[src/rtl/cal_alarm_pkg.sv]
package cal_alarm_pkg;
  localparam int NUM_FIELDS = 6;
  localparam int VAL_W      = 12;
  localparam int CTRL_W     = 7;
  localparam int ADDR_W     = 3;
  localparam int GLOBAL_BIT = 6;
  localparam int PEND_BIT   = 1;

  localparam logic [ADDR_W-1:0] ADDR_CTRL   = 3'd0;
  localparam logic [ADDR_W-1:0] ADDR_STATUS = 3'd7;

  typedef logic [NUM_FIELDS-1:0][VAL_W-1:0] field_vec_t;

  // stored width of each alarm field, index 0 = seconds .. 5 = year
  function automatic logic [VAL_W-1:0] field_mask(input int idx);
    case (idx)
      0, 1:    field_mask = 12'h07F;
      2, 3:    field_mask = 12'h03F;
      4:       field_mask = 12'h01F;
      default: field_mask = 12'hFFF;
    endcase
  endfunction
endpackage

[src/rtl/cal_alarm_regs.sv]
module cal_alarm_regs
  import cal_alarm_pkg::*;
(
  input  logic                    clk,
  input  logic                    rst_n,
  input  logic                    wr_en,
  input  logic [ADDR_W-1:0]       wr_addr,
  input  logic [VAL_W-1:0]        wr_data,
  output logic [CTRL_W-1:0]       ctrl_q,
  output field_vec_t              alm_q
);

  always_ff @(posedge clk) begin
    if (!rst_n) ctrl_q <= '0;
    else if (wr_en && wr_addr == ADDR_CTRL) ctrl_q <= wr_data[CTRL_W-1:0];
  end

  for (genvar i = 0; i < NUM_FIELDS; i++) begin : g_field
    localparam logic [ADDR_W-1:0] MY_ADDR = ADDR_W'(i + 1);
    localparam logic [VAL_W-1:0]  MY_MASK = field_mask(i);

    always_ff @(posedge clk) begin
      if (!rst_n) alm_q[i] <= '0;
      else if (wr_en && wr_addr == MY_ADDR) alm_q[i] <= wr_data & MY_MASK;
    end

    assert_trimmed_store_R2: assert property (@(posedge clk) disable iff (!rst_n)
      (wr_en && wr_addr == MY_ADDR) |=> (alm_q[i] & ~MY_MASK) == '0);
  end

endmodule

[src/rtl/cal_alarm_match.sv]
module cal_alarm_match
  import cal_alarm_pkg::*;
(
  input  logic                  tick,
  input  logic                  global_en,
  input  logic [NUM_FIELDS-1:0] field_en,
  input  field_vec_t            cal_val,
  input  field_vec_t            alm_val,
  output logic                  hit
);

  logic [NUM_FIELDS-1:0] field_eq;

  for (genvar i = 0; i < NUM_FIELDS; i++) begin : g_cmp
    assign field_eq[i] = field_en[i] && (cal_val[i] == alm_val[i]);
  end

  // one hit per strobe regardless of how many fields agree
  assign hit = tick && global_en && (|field_eq);

endmodule

[src/rtl/cal_alarm_flag.sv]
module cal_alarm_flag (
  input  logic clk,
  input  logic rst_n,
  input  logic set_i,
  input  logic clr_i,
  output logic flag_q
);

  always_ff @(posedge clk) begin
    if (!rst_n)     flag_q <= 1'b0;
    else if (set_i) flag_q <= 1'b1;
    else if (clr_i) flag_q <= 1'b0;
  end

  assert_set_on_hit_R9: assert property (@(posedge clk) disable iff (!rst_n)
    set_i |=> flag_q);
  assert_sticky_R9: assert property (@(posedge clk) disable iff (!rst_n)
    (flag_q && !clr_i) |=> flag_q);
  assert_clear_R10: assert property (@(posedge clk) disable iff (!rst_n)
    (clr_i && !set_i) |=> !flag_q);

endmodule

[src/rtl/cal_alarm.sv]
module cal_alarm
  import cal_alarm_pkg::*;
(
  input  logic              clk,
  input  logic              rst_n,
  input  logic              sec_tick,
  input  logic [6:0]        cal_sec,
  input  logic [6:0]        cal_min,
  input  logic [5:0]        cal_hour,
  input  logic [5:0]        cal_day,
  input  logic [4:0]        cal_mon,
  input  logic [11:0]       cal_year,
  input  logic              wr_en,
  input  logic [2:0]        wr_addr,
  input  logic [11:0]       wr_data,
  input  logic [2:0]        rd_addr,
  output logic [11:0]       rd_data,
  output logic              alarm_pending,
  output logic              alarm_irq
);

  logic [CTRL_W-1:0] ctrl_q;
  field_vec_t        alm_q;
  field_vec_t        cal_vec;
  logic              hit;
  logic              clr;

  assign cal_vec[0] = VAL_W'(cal_sec);
  assign cal_vec[1] = VAL_W'(cal_min);
  assign cal_vec[2] = VAL_W'(cal_hour);
  assign cal_vec[3] = VAL_W'(cal_day);
  assign cal_vec[4] = VAL_W'(cal_mon);
  assign cal_vec[5] = cal_year;

  cal_alarm_regs u_regs (
    .clk     (clk),
    .rst_n   (rst_n),
    .wr_en   (wr_en),
    .wr_addr (wr_addr),
    .wr_data (wr_data),
    .ctrl_q  (ctrl_q),
    .alm_q   (alm_q)
  );

  cal_alarm_match u_match (
    .tick      (sec_tick),
    .global_en (ctrl_q[GLOBAL_BIT]),
    .field_en  (ctrl_q[NUM_FIELDS-1:0]),
    .cal_val   (cal_vec),
    .alm_val   (alm_q),
    .hit       (hit)
  );

  assign clr = wr_en && (wr_addr == ADDR_STATUS) && wr_data[PEND_BIT];

  cal_alarm_flag u_flag (
    .clk    (clk),
    .rst_n  (rst_n),
    .set_i  (hit),
    .clr_i  (clr),
    .flag_q (alarm_pending)
  );

  assign alarm_irq = alarm_pending;

  always_comb begin
    if (rd_addr == ADDR_CTRL)        rd_data = VAL_W'(ctrl_q);
    else if (rd_addr == ADDR_STATUS) rd_data = VAL_W'({alarm_pending, 1'b0});
    else                             rd_data = alm_q[rd_addr - 3'd1];
  end

  assert_rise_needs_tick_R6: assert property (@(posedge clk) disable iff (!rst_n)
    $rose(alarm_pending) |-> $past(sec_tick));
  assert_rise_needs_global_R4: assert property (@(posedge clk) disable iff (!rst_n)
    $rose(alarm_pending) |-> $past(ctrl_q[GLOBAL_BIT]));
  assert_rise_needs_field_R3: assert property (@(posedge clk) disable iff (!rst_n)
    $rose(alarm_pending) |-> ($past(ctrl_q[NUM_FIELDS-1:0]) != '0));

endmodule

[config.mk]
export PLATFORM = sky130hd
export DESIGN_NAME = cal_alarm
export DESIGN_NICKNAME = d
export VERILOG_FILES = /design/src/rtl/cal_alarm_pkg.sv /design/src/rtl/cal_alarm_regs.sv /design/src/rtl/cal_alarm_match.sv /design/src/rtl/cal_alarm_flag.sv /design/src/rtl/cal_alarm.sv
export SDC_FILE = /design/constraint.sdc
export NUM_CORES = 1
export LEC_CHECK = 0
export BUFFER_PORTS_ARGS = -buffer_cell sky130_fd_sc_hd__buf_4
export CAP_MARGIN = 0
export CORE_MARGIN = 2
export CORE_UTILIZATION = 40
export CTS_CLUSTER_DIAMETER = 60
export DETAILED_ROUTE_END_ITERATION = 12
export SLEW_MARGIN = 20
export SYNTH_ARGS = -nofsm -noshare
export SYNTH_HDL_FRONTEND = slang
export SYNTH_SLANG_ARGS = --single-unit
[constraint.sdc]
create_clock -name clk -period 3.21 [get_ports clk]
set_input_delay 0.1605 -clock clk [delete_from_list [all_inputs] [get_ports clk]]
set_output_delay 0.1605 -clock clk [all_outputs]
set_load 0.01 [all_outputs]
**Yosys cells after proc, flatten, opt, wreduce, memory -nomap -nowiden**

Cells that the tools add are included.

- Output and inout bits: 14
- Input bits: 65
- Register bits: 51
- Logic and storage cells: 51

- Reductions and logical operators: 21
- Equality and inequality tests: 14
- $lt $le $gt $ge: 1
- Add/subtract/negate cells: 1
- Muxes and demuxes: 6

Operators by type and width:

| cell | number |
|---|---|
| 12-bit binary-select mux with 3-bit select | 1 |
| 12-bit 2-to-1 mux | 3 |
| 1-bit logical AND | 17 |
| 3-bit equality test (second input constant) | 5 |
| 7-bit equality test | 2 |
| 12-bit equality test | 1 |
| 6-bit equality test | 2 |
| 3-bit by 2-bit equality test with 1-bit output (second input constant) | 2 |
| 3-bit logical NOT | 2 |
| 6-bit OR reduction | 1 |
| 5-bit equality test | 1 |
| 3-bit by 4-bit < comparator with 1-bit output (second input constant) | 1 |
| 3-bit by 1-bit equality test with 1-bit output (second input constant) | 1 |
| 3-bit by 1-bit subtractor with 3-bit output (second input constant) | 1 |
| 1-bit 2-to-1 mux | 2 |
| 2-bit nonzero test | 1 |

**Depth between registers and ports, before layout**

- Word-level depth: 5
- Mapped depth: 10
- Mapped depth without buffers: 7

**Cells and area by module**

From an unflattened synthesis, not the netlist that was laid out.

- Cells, all modules: 397
- Area, all modules: 3701.0 um^2

Modules (own cells, without submodules):

| module | cells an instance | instances | area an instance (um^2) | sequential area each (um^2) |
|---|---|---|---|---|
| cal_alarm_regs | 212 | 1 | 2084.5 | 1001.0 |
| cal_alarm_match | 101 | 1 | 805.8 | 0.0 |
| cal_alarm | 81 | 1 | 769.5 | 0.0 |
| cal_alarm_flag | 3 | 1 | 41.3 | 20.0 |

**Worst setup path before layout**

Ideal clock, no wire load.

- Path type: input port to output port
- From: input port rd_addr[0]
- To: output port rd_data[0]
- Path buffers: 3
- Stages: 10
- Path slack: 0.674 ns
- Required time: 3.049 ns
- Data arrival time: 2.376 ns
- Cells stage by stage: clkbuf_1 -> buf_2 -> inv_1 -> ha_1 -> clkbuf_2 -> xor2_4 -> mux4_1 -> a22oi_1 -> mux2_2 -> o22ai_1

- Longest elaborated chain between the ends: 5
- Elaborated cells between the ends (all ways): 7
- Classes of those cells: add/sub: 1; eq/ne: 1; mux: 4; reduce/logical: 1

RTL lines:

| what | line | RTL |
|---|---|---|
| start, declared | cal_alarm.sv:16 | `input logic [2:0] rd_addr,` |
| 3-bit by 1-bit subtractor with 3-bit output | cal_alarm.sv:69 | `else rd_data = alm_q[rd_addr - 3'd1];` |
| 12-bit binary-select mux with 3-bit select | cal_alarm.sv:69 |  |
| 12-bit 2-to-1 mux (implied by the code) | cal_alarm.sv:69 |  |
| 12-bit 2-to-1 mux | cal_alarm.sv:68 | `else if (rd_addr == ADDR_STATUS) rd_data = VAL_W'({alarm_pending, 1'b0});` |
| 12-bit 2-to-1 mux * | cal_alarm.sv:67 | `if (rd_addr == ADDR_CTRL) rd_data = VAL_W'(ctrl_q);` |
| end, declared | cal_alarm.sv:17 | `output logic [11:0] rd_data,` |

Mark *: on every way between the ends. The rest lies on a longest branch, timed or not. The select of a mux whose other input is x is not followed.

**Worst setup path after layout**

- From: input port rd_addr[0]
- To: output port rd_data[2]

The elaborated chain is that of the path after synthesis.

==> impl_metrics.csv <==
group,metric,value,unit
sta,setup_viol,0,
clock_network,clkSinkCount,51,
floorplan,core-area,7292,sq um
job,maxCapViolations,0,
finish,fin_cells,499,
sta,slew_violations,0,
finish,fin_util,52.06,%
drt,vias,2568,
critical_path,ff2ff_path_depth,5,
sta,worstMarginPinSlew,0.9377,ns
synth,async_reset_ff_share,0,%
clock_network,clock_latency,0.31,ns
sta,fmax,382.0,MHz
synth,synthFlopType,"dfxtp_1",
clock_network,clk_path_buf_depth,2,
floorplan,initial_core_util,41.68,%
synth,synth-seq-area-share,33.59,%
drt,initialDrtViolationCount,237,
drt,drc,0,
power,power.density,358.4,nW/um^2
synth,yosysUniqueCellTypes,43,
finish,drive_gt1_share,25.50,%
synth,synth-seq-cells,51,
clock_network,ctsHtreeMaxLevel,2,
placement,dp_hpwl,6786,um
critical_path,path_cells,"buf_4 -> inv_1 -> ha_1 -> xor2_4 -> mux4_1 -> a22oi_1 -> mux2_2 -> o22ai_1 -> buf_4",
synth,netlist.area_leader.share,33.59,%
min_path,hold_path.class,"in2reg",
critical_path,path_depth,9,
min_path,min-delay-start,"wr_data[7]",
sta,hold_violations,0,
power,p_total,1361,uW
synth,yosysTopAreaCell,"dfxtp_1",
finish,diodes,0,
drt,wirelength,8701,um
critical_path,worstPathRequired,3.05,ns
status,run_status,"finished, final reports clean",
drt,first_pass_iters,4,
critical_path,endpoint,"rd_data[2]",
placement,post-place-cells,491,
synth,synth_area_per_cell,9.154,sq um
synth,synth_edf_count,0,
critical_path,critical_path_class,"in2out",
synth,syn-cell-area,3039,sq um
sta,rsz0062_at_grt,"no",
drt,vias_per_cell,5.146,
critical_path,cp_top_family,"multiplexers",
critical_path,cp-end-kind,"output port",
critical_path,cpMaxStageDelayCell,"mux4_1",
synth,ys_top_cells_by_area,"dfxtp_1 34%, mux2i_1 11%, nor2b_1 7.0%",
sta,tns,0,ns
drt,wl_per_cell,17.44,um
critical_path,worst-path-max-fanout,16,
global_routing,grt_pass1_vias,2437,
global_routing,grt_pass1_wl,13540,um
drt,antenna_left,0,
global_routing,track_usage,21.14,%
critical_path,cp.arrival,2.46,ns
global_routing,antenna_found_initial,0,
critical_path,r2r_start,"u_regs.alm_q[24]",
floorplan,dieArea,8311,sq um
placement,gp_congestion,0.8672,
floorplan,die_w,91.17,um
global_routing,grt_max_degree,52,
clock_network,root_buffer,"clkbuf_8",
sta,finClkSkew,0.01100,ns
critical_path,crit_path_start,"rd_addr[0]",
power,peakVddDrop,0.0001668,V
placement,port_buffers,78,
sta,period_share,81.56,%
power,p_leak,0.001529,uW
floorplan,boundaryPins,79,
clock_network,tritoncts,"yes",
sta,period_needed,2.618,ns
clock_network,ctsHoldBuffers,0,
clock_network,post_cts_buffers,0,
sta,fin_hold_ws,0.09576,ns
sta,relSlewSlack,37.25,%
clock_network,cts_buffers,5,
critical_path,cpMostUsedCell,"buf_4",
finish,nets,467,
critical_path,cp-start-kind,"primary input",
critical_path,cp_slowest_stage_delay,0.62,ns
synth,ys_warn_count,0,
global_routing,overflow,0,
critical_path,r2r-end,"u_flag.flag_q",
floorplan,rows,31,
synth,synthCells,332,
synth,syn-num-nets,400,
clock_network,cts_resized,0,
floorplan,fp.dieH,91.17,um
critical_path,r2r_slack,1.60,ns
clock_network,clk_pin_slew_worst_paths,0.09,ns
finish,areaGrowthSynthToFinish,24.91,%
critical_path,crit_buf_inv,3,
## cell usage after synthesis (all sizes together) (7+ instances only)
| cell | number |
|---|---|
| mux2i | 34 |
| clkbuf | 16 |
| nor2 | 8 |
| nor2b | 34 |
| xnor2 | 20 |
| inv | 7 |
| a21boi | 19 |
| xor2 | 24 |
| nand2 | 47 |
| dfxtp | 51 |
| mux2 | 9 |
## where the power goes
group | switching, uW | leakage (uW) | internal, uW
registers | 15.0 | 0.000413 | 646
clock network | 218 | 0.0000612 | 253
logic | 107 | 0.00106 | 122
total | 340 | 0.00153 | 1020
## state kept, by name, indices dropped and copies added, names as in the netlist
signal         flops
u_flag.flag_q      1
u_regs.ctrl_q      7
u_regs.alm_q      43
## placed cells by master (no fill, tap or decap), types with 2 or more instances in the layout
| cell type | instances |
|---|---|
| nand4b_1 | 2 |
| nand4_1 | 5 |
| xor2_1 | 23 |
| mux4_2 | 3 |
| buf_4 | 79 |
| nand2_1 | 47 |
| mux2i_1 | 34 |
| a21oi_1 | 2 |
| nor2b_1 | 34 |
| a21boi_0 | 19 |
| and2_1 | 5 |
| a22oi_1 | 4 |
| inv_1 | 7 |
| a41oi_1 | 2 |
| mux2_2 | 9 |
| nor4_1 | 5 |
| ha_1 | 3 |
| o21ai_0 | 5 |
| nand2b_1 | 2 |
| nor2_1 | 8 |
| a31oi_1 | 2 |
| mux4_1 | 2 |
| dfxtp_1 | 51 |
| o22ai_1 | 5 |
| clkbuf_8 | 6 |
| xnor2_1 | 20 |
## layout make-up
class / count / area, sq um
inverter: 7 / 26.28
clock inverter: 2 / 35.03
fill: 731 / 3496
timing repair buffer: 79 / 593.1
multi-input combinational: 255 / 1914
clock buffer: 6 / 82.58
tap: 99 / 123.9
sequential: 51 / 1021
## per-stage QoR
step / instance area (sq um) / setup WS [ns]
floorplan: 3039 / 0.6739
global placement: 3679 / 0.7370
detailed placement: 3679 / 0.6412
CTS: 3796 / 0.6287
global route: 3796 / 0.4285
finish: 3796 / 0.5921
## worst min path at each step
stage | to | slack (ns) | cells past startpoint
2_1_floorplan | u_regs.alm_q[69] | 0.31 | 2
6_report | u_regs.alm_q[67] | 0.1 | 3
5_1_grt | u_regs.alm_q[67] | 0.09 | 3
4_1_cts | u_regs.alm_q[67] | 0.09 | 3
3_3_place_gp | u_regs.alm_q[68] | 0.42 | 3
3_5_place_dp | u_regs.alm_q[67] | 0.43 | 3
## cells by family after synthesis
kind of cell / after synthesis / synth area share (%)
simple gates: 115 / 19.39
flops: 51 / 33.59
mux: 48 / 18.49
compound gates: 45 / 10.58
xor+xnor: 44 / 13.30
buf+inv: 26 / 3.417
fa+ha+maj: 3 / 1.235
## layer usage
layer  wire, um  global-route usage (%)
met5          0                       0
met4         73                   4.167
met3        498                   3.651
met2       3934                   32.59
met1       4194                   31.11
## worst min-delay path, cell delays in order
cell      delay (ns)
buf_4           0.11
nand2_1         0.04
a21boi_0        0.06
Power figures use the tool's default switching activity.
